===== config.mk =====
export PLATFORM = sky130hd
export DESIGN_NAME = rbus_out_ctrl
export DESIGN_NICKNAME = d
export VERILOG_FILES = /design/src/rtl/rbus_out_pkg.sv /design/src/rtl/rbus_result_reg.sv /design/src/rtl/rbus_irq_gen.sv /design/src/rtl/rbus_pin_mux.sv /design/src/rtl/rbus_out_ctrl.sv
export SDC_FILE = /design/constraint.sdc
export NUM_CORES = 1
export LEC_CHECK = 0
export ABC_AREA = 1
export BUFFER_PORTS_ARGS = -buffer_cell sky130_fd_sc_hd__buf_2
export CELL_PAD_IN_SITES_DETAIL_PLACEMENT = 0
export CELL_PAD_IN_SITES_GLOBAL_PLACEMENT = 1
export CORE_ASPECT_RATIO = 0.9
export CORE_MARGIN = 2
export CORE_UTILIZATION = 30
export CTS_CLUSTER_DIAMETER = 30
export DETAILED_ROUTE_END_ITERATION = 8
export GPL_TIMING_DRIVEN = 0
export PLACE_DENSITY_LB_ADDON = 0.1
export SYNTH_ARGS = -nofsm -noshare
export SYNTH_HDL_FRONTEND = slang
export SYNTH_HIERARCHICAL = 1
export SYNTH_SLANG_ARGS = --single-unit

===== constraint.sdc =====
create_clock -name clk -period 1.9 [get_ports clk]
set_clock_uncertainty 0.2 [all_clocks]
set_input_delay 0.19 -clock clk [delete_from_list [all_inputs] [get_ports clk]]
set_output_delay 0.19 -clock clk [all_outputs]
set_load 0.02 [all_outputs]

===== src/rtl/rbus_out_pkg.sv =====
package rbus_out_pkg;
  localparam int WORD_W = 12;

  typedef struct packed {
    logic              ovf;
    logic [WORD_W-1:0] word;
  } result_t;
endpackage


===== src/rtl/rbus_result_reg.sv =====
module rbus_result_reg #(
  parameter int WORD_W = 12
) (
  input  logic              clk,
  input  logic              rst_n,
  input  logic              load,
  input  logic [WORD_W-1:0] in_word,
  input  logic              in_ovf,
  output logic [WORD_W-1:0] held_word,
  output logic              held_ovf
);
  always_ff @(posedge clk or negedge rst_n) begin
    if (!rst_n) begin
      held_word <= '0;
      held_ovf  <= 1'b0;
    end else if (load) begin
      held_word <= in_word;
      held_ovf  <= in_ovf;
    end
  end

  assert_load_takes_R5: assert property (@(posedge clk) disable iff (!rst_n)
    load |=> (held_word == $past(in_word)) && (held_ovf == $past(in_ovf)));
  assert_hold_keeps_R5: assert property (@(posedge clk) disable iff (!rst_n)
    !load |=> $stable(held_word) && $stable(held_ovf));
endmodule


===== src/rtl/rbus_irq_gen.sv =====
module rbus_irq_gen (
  input  logic clk,
  input  logic rst_n,
  input  logic busy,
  input  logic taken,
  output logic irq
);
  always_ff @(posedge clk or negedge rst_n) begin
    if (!rst_n) irq <= 1'b0;
    else        irq <= busy | taken;
  end

  assert_irq_after_result_R6: assert property (@(posedge clk) disable iff (!rst_n)
    taken |=> irq);
  assert_irq_idle_low_R6: assert property (@(posedge clk) disable iff (!rst_n)
    (!busy && !taken) |=> !irq);
endmodule


===== src/rtl/rbus_pin_mux.sv =====
module rbus_pin_mux #(
  parameter int WORD_W = 12,
  parameter int HI_W   = 8
) (
  input  logic [WORD_W-1:0] held_word,
  input  logic              held_ovf,
  input  logic              sel_n,
  input  logic              out_n,
  input  logic              wide_n,
  output logic [WORD_W-1:0] pin_val,
  output logic [WORD_W-1:0] pin_en,
  output logic              ovf_val,
  output logic              ovf_drv
);
  localparam int LO_W  = WORD_W - HI_W;
  localparam int PAD_W = HI_W - LO_W;

  logic drive;
  logic [WORD_W-1:0] narrow_val;
  logic [WORD_W-1:0] narrow_en;

  assign drive = !sel_n && !out_n;

  generate
    for (genvar i = 0; i < WORD_W; i++) begin : g_pin
      if (i >= WORD_W - LO_W) begin : g_field
        assign narrow_val[i] = held_word[i - (WORD_W - LO_W)];
        assign narrow_en[i]  = 1'b1;
      end else if (i >= LO_W) begin : g_pad
        assign narrow_val[i] = 1'b0;
        assign narrow_en[i]  = 1'b1;
      end else begin : g_off
        assign narrow_val[i] = 1'b0;
        assign narrow_en[i]  = 1'b0;
      end
    end
  endgenerate

  always_comb begin
    pin_val = '0;
    pin_en  = '0;
    ovf_val = 1'b0;
    ovf_drv = 1'b0;
    if (drive) begin
      if (!wide_n) begin
        pin_val = held_word;
        pin_en  = '1;
        ovf_val = held_ovf;
        ovf_drv = 1'b1;
      end else begin
        pin_val = narrow_val;
        pin_en  = narrow_en;
      end
    end
  end

  always_comb begin
    if (sel_n || out_n)
      assert_released_R2: assert (pin_en == '0 && !ovf_drv);
    if (drive && wide_n)
      assert_narrow_no_low_R4: assert (pin_en[LO_W-1:0] == '0 && !ovf_drv);
  end

  if (PAD_W < 0) begin : g_bad_width
    initial $error("low part wider than upper pin group");
  end
endmodule


===== src/rtl/rbus_out_ctrl.sv =====
module rbus_out_ctrl
  import rbus_out_pkg::*;
#(
  parameter int HI_W = 8
) (
  input  logic              clk,
  input  logic              rst_n,
  input  logic              res_valid,
  output logic              res_ready,
  input  logic [WORD_W-1:0] res_data,
  input  logic              res_ovf,
  input  logic              conv_busy,
  input  logic              cs_n,
  input  logic              oe_n,
  input  logic              wsel_n,
  output logic [WORD_W-1:0] dq,
  output logic [WORD_W-1:0] dq_en,
  output logic              ovf,
  output logic              ovf_en,
  output logic              irq
);
  result_t held;
  logic    take;

  assign res_ready = 1'b1;
  assign take      = res_valid & res_ready;

  rbus_result_reg #(.WORD_W(WORD_W)) u_reg (
    .clk(clk), .rst_n(rst_n), .load(take),
    .in_word(res_data), .in_ovf(res_ovf),
    .held_word(held.word), .held_ovf(held.ovf)
  );

  rbus_irq_gen u_irq (
    .clk(clk), .rst_n(rst_n), .busy(conv_busy), .taken(take), .irq(irq)
  );

  rbus_pin_mux #(.WORD_W(WORD_W), .HI_W(HI_W)) u_mux (
    .held_word(held.word), .held_ovf(held.ovf),
    .sel_n(cs_n), .out_n(oe_n), .wide_n(wsel_n),
    .pin_val(dq), .pin_en(dq_en), .ovf_val(ovf), .ovf_drv(ovf_en)
  );

  assert_ready_high_R5: assert property (@(posedge clk) disable iff (!rst_n)
    res_ready);
  assert_full_word_R3: assert property (@(posedge clk) disable iff (!rst_n)
    (!cs_n && !oe_n && !wsel_n) |-> (dq == held.word) && ovf_en && (ovf == held.ovf));
  assert_reset_state_R1: assert property (@(posedge clk)
    $rose(rst_n) |-> (held == '0) && !irq);
endmodule


# --- Word level (Yosys, flattened, before mapping) ---
# Cells that the tools add are included.
word_totals:
  output_inout_bits: 28
  elab_cells: 15
  register_bits: 14
op_classes:
  bitwise: 1
  mux: 8
  n_reduce_logical: 3
op_table:
  columns: ["cell", "n"]
  rows:
  - ["2-to-1 mux 12 bit", 3]
  - ["2-to-1 mux 1 bit", 4]
  - ["2-to-1 mux 4 bit", 1]
  - ["logical NOT 1 bit", 2]
  - ["logical AND 1 bit", 1]
  - ["OR 1 bit", 1]

# --- Longest topological paths before layout ---
# Gate-level depths: netlist of the first run.
depth:
  ltp_word: 3
  mapped_depth: 5
  mapped_depth_nobuf: 4

# --- Modules after synthesis ---
# The synthesis of the first run kept the hierarchy.
modules_own_cells:
  columns: ["mod", "n_inst", "seq_area_each_um2", "area_each_um2", "cells_per_inst"]
  rows:
  - ["rbus_result_reg", 1, 325.3, 494.2, 55]
  - ["rbus_pin_mux", 1, 0.0, 252.7, 51]
  - ["rbus_irq_gen", 1, 25.0, 36.3, 4]
  - ["rbus_out_ctrl", 1, 0.0, 11.3, 2]

# --- Worst setup path after synthesis of the first run ---
# No wires, ideal clock.
synth_path:
  path_type: "input to output"
  start: "input port cs_n"
  end: "output port dq_en[0]"
  stages: 4
  setup_slack_ns: 0.569
  arrival_ns: 0.941
  path_buffers: 1
  cell_sequence: "nor2_4 > nand2_4 > inv_1 > buf_4"
synth_between:
  elab_chain_len: 3
synth_lines:
  columns: ["element", "line", "text"]
  rows:
  - ["from (decl)", "rbus_out_ctrl.sv:13", "input logic cs_n,"]
  - ["logical NOT 1 bit", "rbus_pin_mux.sv:22", "assign drive = !sel_n && !out_n;"]
  - ["logical AND 1 bit", "rbus_pin_mux.sv:22", null]
  - ["2-to-1 mux 12 bit", "rbus_pin_mux.sv:44", "if (drive) begin"]
  - ["to (decl)", "rbus_out_ctrl.sv:17", "output logic [WORD_W-1:0] dq_en,"]
# Every way passes these cells.

# --- Worst setup path after layout of the first run ---
layout_path:
  start: "input port cs_n"
  end: "output port dq_en[0]"
layout_between:
  elab_chain_len: 3
layout_lines:
  columns: ["element", "line", "text"]
  rows:
  - ["logical NOT 1 bit", "rbus_pin_mux.sv:22", null]
  - ["logical AND 1 bit", "rbus_pin_mux.sv:22", null]
  - ["named net u_mux.drive", "rbus_pin_mux.sv:18", "logic drive;"]
  - ["2-to-1 mux 12 bit", "rbus_pin_mux.sv:44", null]
# The timed path passes the listed nets, and every way through them passes these cells.

==> impl_results.md, run 1 <==
* Status: complete, no violations
* Final nets at 201
* WL/cell at 9.16 µm
* Clock share of power at 0.289
* Synthesized flop and latch total at 14
* Final Cell Area at 0.00128 mm²
* Mapped Area at 795 µm²
* Area growth, synth to finish at 61.3%
* Share of layout cells above drive strength 1 at 0.383
* Setup crit end: dq_en[0]
* Detailed Place HPWL at 1.30 mm
* FF-to-FF End: u_reg/held_word[10]
* Starting Density at 0.319
* Max Slew Vio Count at 0
* Final period util at 0.827
* Largest net degree at the start of global routing at 15
* Clk sink count at 14
* Reg2Reg Setup Slack at 1.10 ns
* CTS Buf Count at 3
* Syn_area_per_cell at 7.09 µm²
* H-tree levels at 1
* Setup TNS at 0 ns
* IO Port Bufs at 45
* Clk buf depth at 2
* Post-synthesis sequential area ratio at 0.441
* Crit path from: cs_n
* R2R depth at 2
* Detailed Route WL at 1.91 mm
* Chip width at 58.2 µm
* DRC violation count after routing at 0
* Die footprint at 0.00308 mm²
* Logic pwr share at 0.265
* I/O Pins at 48
* WP data required at 1.51 ns
* DR vias/cell at 4.00
* Reg2reg start: u_reg/held_word[10]
* GRT Overall Usage at 0.137
* Core area at 0.00249 mm²
* MaxCap Viol Count at 0
* Die Y at 52.8 µm
* Total number of yosys warnings at 6
* Power per cell area at 587 mW/mm²
* Antenna cells at 0
* Setup CP Type: primary input to primary output
* Initial DRC count at 12
* Int Pwr at 0.534 mW
* Fmax at 637 MHz
* Gpl congestion at 0.678
* P_sw at 0.217 mW
* First-pass GRT wire length at 3.13 mm
* # setup viols final at 0
* Worst Path Max Fanout at 13
* Share of power burned in registers at 0.446
* Final ANT Viol Nets at 0
* CP Capture Type: primary output
* Placed Area at 0.00105 mm²
* Via count at 832
* Clock root buffer: clkbuf_4
* Switching Fraction at 0.289
* Clock slew at reported path FFs at 0.09 ns
* Post-layout power at 0.751 mW
* Initial antenna violation count at 0
* Startpoint class of the critical path: primary input
* Grt ovf at 0
* First drt pass iteration count at 2
* Max rail drop VDD at 0.000428 V
* Post-CTS setup buffer count at 0
* Vias in the first global route at 756
* Final Hold Fails at 0
* Hold WC Path Type: primary input to flop
* Netlist cell types at 11
* Crit path arrival time at 1.18 ns
* Syn_nets at 132
* Leak Pwr at 0.800 nW
* Minimum clock period at 1.57 ns
* Clk Latency, worst-skew pair at 0.28 ns
* RSZ-0062 raised after global routing: no
* Post-synthesis instance total at 112
* CTS tree: yes
* Placement Rows at 17
cells in the final DEF, fill, tap and decap left out:
cell           instances
nor2_1                17
inv_2                  2
inv_1                 12
nand2_4                1
buf_6                  1
dlygate4sd3_1         19
conb_1                 1
buf_4                 14
nor2_4                 1
clkbuf_8               1
nand2_1               48
dfrtp_1               14
buf_2                 46
clkbuf_4               3
per-layer routing:
metal	up-vias	GRT usage	wire, µm
met5	-	0	0
met4	0	0.0465	14
met3	2	0.0272	130
met2	32	0.261	923
met1	353	0.150	836
li1	445	-	-
registers in the layout (all words and copies together), names as in the netlist:
signal	cells
u_irq/irq	1
u_reg/held_ovf	1
u_reg/held_word	12
synth_stat cells (all sizes together):
library cell | count | area [µm²]
dfrtp | 14 | 350
buf | 16 | 121
nor2 | 18 | 75.1
inv | 14 | 52.6
nand2 | 49 | 191
conb | 1 | 3.75
worst max-delay path, stage by stage:
cell and delay [ns]:
buf_2 0.11, nor2_4 0.29, nand2_4 0.16, inv_1 0.15
buf_4 0.12, buf_2 0.15
stage by stage:
stage / util / instances / hold slack, ns / setup slack [ns]
2_1_floorplan: - / 112 / -0.306 / 0.569
3_3_place_gp: 0.424 / 185 / -0.0950 / 0.343
3_5_place_dp: 0.424 / 185 / -0.0876 / 0.306
4_1_cts: 0.515 / 208 / 0.0458 / 0.304
5_1_grt: 0.515 / 208 / 0.0627 / 0.210
6_report: 0.515 / 208 / 0.0495 / 0.329
worst min path at each step:
stage / to / startpoint / cells past startpoint
floorplan: u_irq/irq / rst_n / 0
global placement: u_irq/irq / rst_n / 1
detailed placement: u_reg/held_word[9] / rst_n / 1
CTS: u_reg/held_word[9] / res_valid / 4
global route: u_reg/held_word[9] / res_valid / 4
finish: u_reg/held_word[11] / res_valid / 4
final cells by class:
cell class                      count  area, µm²
Sequential cell                    14        350
Tap cell                           28       35.0
Inverter                           14       52.6
Fill cell                         278       1210
Clock buffer                        4       36.3
Timing Repair Buffer               64        415
Multi-Input combinational cell     68        270
Buffer                             16        121
power by group through the flow:
stage                     combinational [mW]  clock, mW  sequential (mW)
after floorplan                        0.111          0            0.340
after global placement                 0.170          0            0.340
after detailed placement               0.172          0            0.341
after CTS                              0.202      0.226            0.336
after global routing                   0.222      0.234            0.339
final                                  0.199      0.217            0.335
kinds of logic (layout without fill, tap and decap cells):
kind of cell / after synthesis / after routing / share of synthesized area
buffers and inverters: 30 / 98 / 0.219
and+or+nand+nor: 67 / 67 / 0.335
DFF: 14 / 14 / 0.441
other: 1 / 1 / 0.00472
repair_timing:
| item | in CTS | in global routing |
|---|---|---|
| resized for setup | 0 | 0 |
| endpoints found under the hold margin | 28 | 0 |
| hold buffers | 19 | 0 |
Note: power is estimated with default switching activity, not from simulation.
==> inputs of run 2 (changes only) <==
--- a/config.mk
+++ b/config.mk
@@ -5,13 +5,13 @@
 export SDC_FILE = /design/constraint.sdc
 export NUM_CORES = 1
 export LEC_CHECK = 0
-export ABC_AREA = 1
+export ABC_AREA = 0
 export BUFFER_PORTS_ARGS = -buffer_cell sky130_fd_sc_hd__buf_2
 export CELL_PAD_IN_SITES_DETAIL_PLACEMENT = 0
 export CELL_PAD_IN_SITES_GLOBAL_PLACEMENT = 1
 export CORE_ASPECT_RATIO = 0.9
 export CORE_MARGIN = 2
-export CORE_UTILIZATION = 30
+export CORE_UTILIZATION = 31
 export CTS_CLUSTER_DIAMETER = 30
 export DETAILED_ROUTE_END_ITERATION = 8
 export GPL_TIMING_DRIVEN = 0
==> constraint.sdc (replaced) <==
create_clock -name clk -period 1.6 [get_ports clk]
set_clock_uncertainty 0.2 [all_clocks]
set_input_delay 0.16 -clock clk [delete_from_list [all_inputs] [get_ports clk]]
set_output_delay 0.16 -clock clk [all_outputs]
set_load 0.02 [all_outputs]
==> impl_results.md, run 2 <==
* Status: complete, no violations
* Final nets at 151
* Max rail drop VDD at 0.000442 V
* Initial antenna violation count at 0
* Grt ovf at 0
* Post-CTS setup buffer count at 0
* Starting Density at 0.327
* Chip width at 57.6 µm
* Post-synthesis sequential area ratio at 0.438
* WL/cell at 10.5 µm
* R2R depth at 1
* Synth cell count leaders: dfrtp_1, buf_4, mux2_4, and2_1
* IO Port Bufs at 45
* Setup CP Type: primary input to flop
* PostCTS Resize Cnt at 0
* # setup viols final at 0
* First-pass GRT wire length at 2.66 mm
* Setup TNS at 0 ns
* Vias in the first global route at 641
* Placement Rows at 17
* Synth top area cells: dfrtp_1, mux2_4, buf_4
* Die Y at 52.2 µm
* Minimum clock period at 1.60 ns
* Grt met2 use at 0.199
* RSZ-0062 raised after global routing: no
* Gpl congestion at 0.657
* Share of layout cells above drive strength 1 at 0.600
* Final ANT Viol Nets at 0
* I/O Pins at 48
* WP data required at 1.56 ns
* Synth Flop Type: dfrtp_1
* MaxCap Viol Count at 0
* First drt pass iteration count at 2
* Core Util, Final at 0.522
* Filler cell count in the final layout at 232
* Clk Latency, worst-skew pair at 0.27 ns
* Async SR Flop Fraction at 1.00
* Clk sink count at 14
* Post-synthesis instance total at 63
* Hold WS at 0.104 ns
* Busiest grt layer: met2
* Die footprint at 0.00301 mm²
* Antenna cells at 0
* Clock root buffer: clkbuf_4
* DRC violation count after routing at 0
* Most flops, register: u_reg/held_word
* Total number of yosys warnings at 6
* Detailed Place HPWL at 1.17 mm
* Initial DRC count at 9
* Startpoint class of the critical path: primary input
* Hold WC Path Type: primary input to asynchronous set/reset pin
* Syn_area_per_cell at 12.7 µm²
* Fmax at 626 MHz
* CP Capture Type: flop
* Final Hold Fails at 0
* Worst Path Max Fanout at 1
* Core area at 0.00245 mm²
* Most frequent cells in the layout: buf_2, dlygate4sd3_1, dfrtp_1
* Final period util at 0.998
* Synthesized flop and latch total at 14
* H-tree levels at 1
* Number of synthesized flops with an enable pin at 0
* Netlist cell types at 12
* Syn_nets at 83
* DR vias/cell at 4.21
* Max Slew Vio Count at 0
* CTS Buf Count at 3
* Met3 Use GR at 0.0494
* Leak Pwr at 0.702 nW
* Clk buf depth at 2
* Post-layout power at 0.908 mW
* Mapped Area at 801 µm²
* Largest net degree at the start of global routing at 15
* Leading area contributor after synthesis: dfrtp_1
* Largest regs: u_reg/held_word x12, u_irq/irq x1, u_reg/held_ovf x1
* Crit path arrival time at 1.56 ns
* Via count at 665
* Count leader, synth: dfrtp_1
* CTS tree: yes
* Reg2Reg Setup Slack at 0.62 ns
* Detailed Route WL at 1.66 mm
* Met1 Track Usage GR at 0.143
* Area growth, synth to finish at 59.5%
* Power per cell area at 711 mW/mm²
* Top-area cell type share of the netlist area at 0.438
* Max FFs per register at 12
* GRT Overall Usage at 0.119
* Most common cell after layout, fill and taps aside: buf_2
* Clock slew at reported path FFs at 0.08 ns
run 2: cell types whose count changed in the layout (fill, tap and decap cells not counted), sizes merged, moves of 5 or more:
cell / delta
nor2: -17
mux2: +13
inv: -14
nor3: +5
nand2: -49
and2: +9
run 2: final timing paths:
| path | startpoint | to |
|---|---|---|
| setup / recovery | conv_busy | u_irq/irq |
| hold / removal | rst_n | u_reg/held_word[5] |
| setup reg to reg | u_reg/held_word[3] | u_reg/held_word[3] |
| hold reg to reg | u_reg/held_word[4] | u_reg/held_word[4] |
| max in group asynchronous | rst_n | u_reg/held_ovf |
| min in group clk | res_valid | u_reg/held_word[0] |
run 2: cell type report:
cell class	count	area, µm²	area share
repair buffers	63	405	0.317
multi-input cells	34	330	0.259
plain buffers	15	120	0.0940
clock buffers	4	36.3	0.0284
well taps	28	35.0	0.0274
flip-flops and latches	14	350	0.274
run 2: metal layers:
layer / routed length [µm] / up-vias / share of wire
li1: - / 330 / -
met1: 718 / 310 / 0.43
met2: 834 / 25 / 0.50
met3: 111 / 0 / 0.067
met4: 0 / 0 / 0
met5: 0 / - / 0
run 2: worst max-delay path, stage by stage:
cell and delay, ns:
dlygate4sd3_1 0.54, buf_2 0.11, or2_1 0.19, dlygate4sd3_1 0.55
run 2: logic make-up (layout without fill, tap and decap cells):
group	after synthesis	count (layout)	share of synthesized area
buffers and inverters	15	82	0.150
flip-flops	14	14	0.438
multiplexers	17	17	0.280
other	1	1	0.00468
AND/OR/NAND/NOR	16	16	0.128
run 2: what timing repair did:
item                                    CTS  global route
endpoints found under the hold margin    28             0
endpoints found under the setup margin    0             0
hold buffers                             18             0
run 2: per-stage QoR:
stage / cell area [µm²] / std cells / setup slack (ns)
floorplan: 801 / 63 / 0.221
global placement: 1060 / 136 / 0.115
detailed placement: 1060 / 136 / 0.108
CTS: 1280 / 158 / 0.0462
global route: 1280 / 158 / 0.000710
finish: 1280 / 158 / 0.00373
run 2: report_power, final:
group	internal (mW)	switching (mW)	leakage [nW]
clock network	0.138	0.112	0.0210
logic	0.144	0.107	0.518
registers	0.388	0.0186	0.162
total	0.670	0.238	0.702
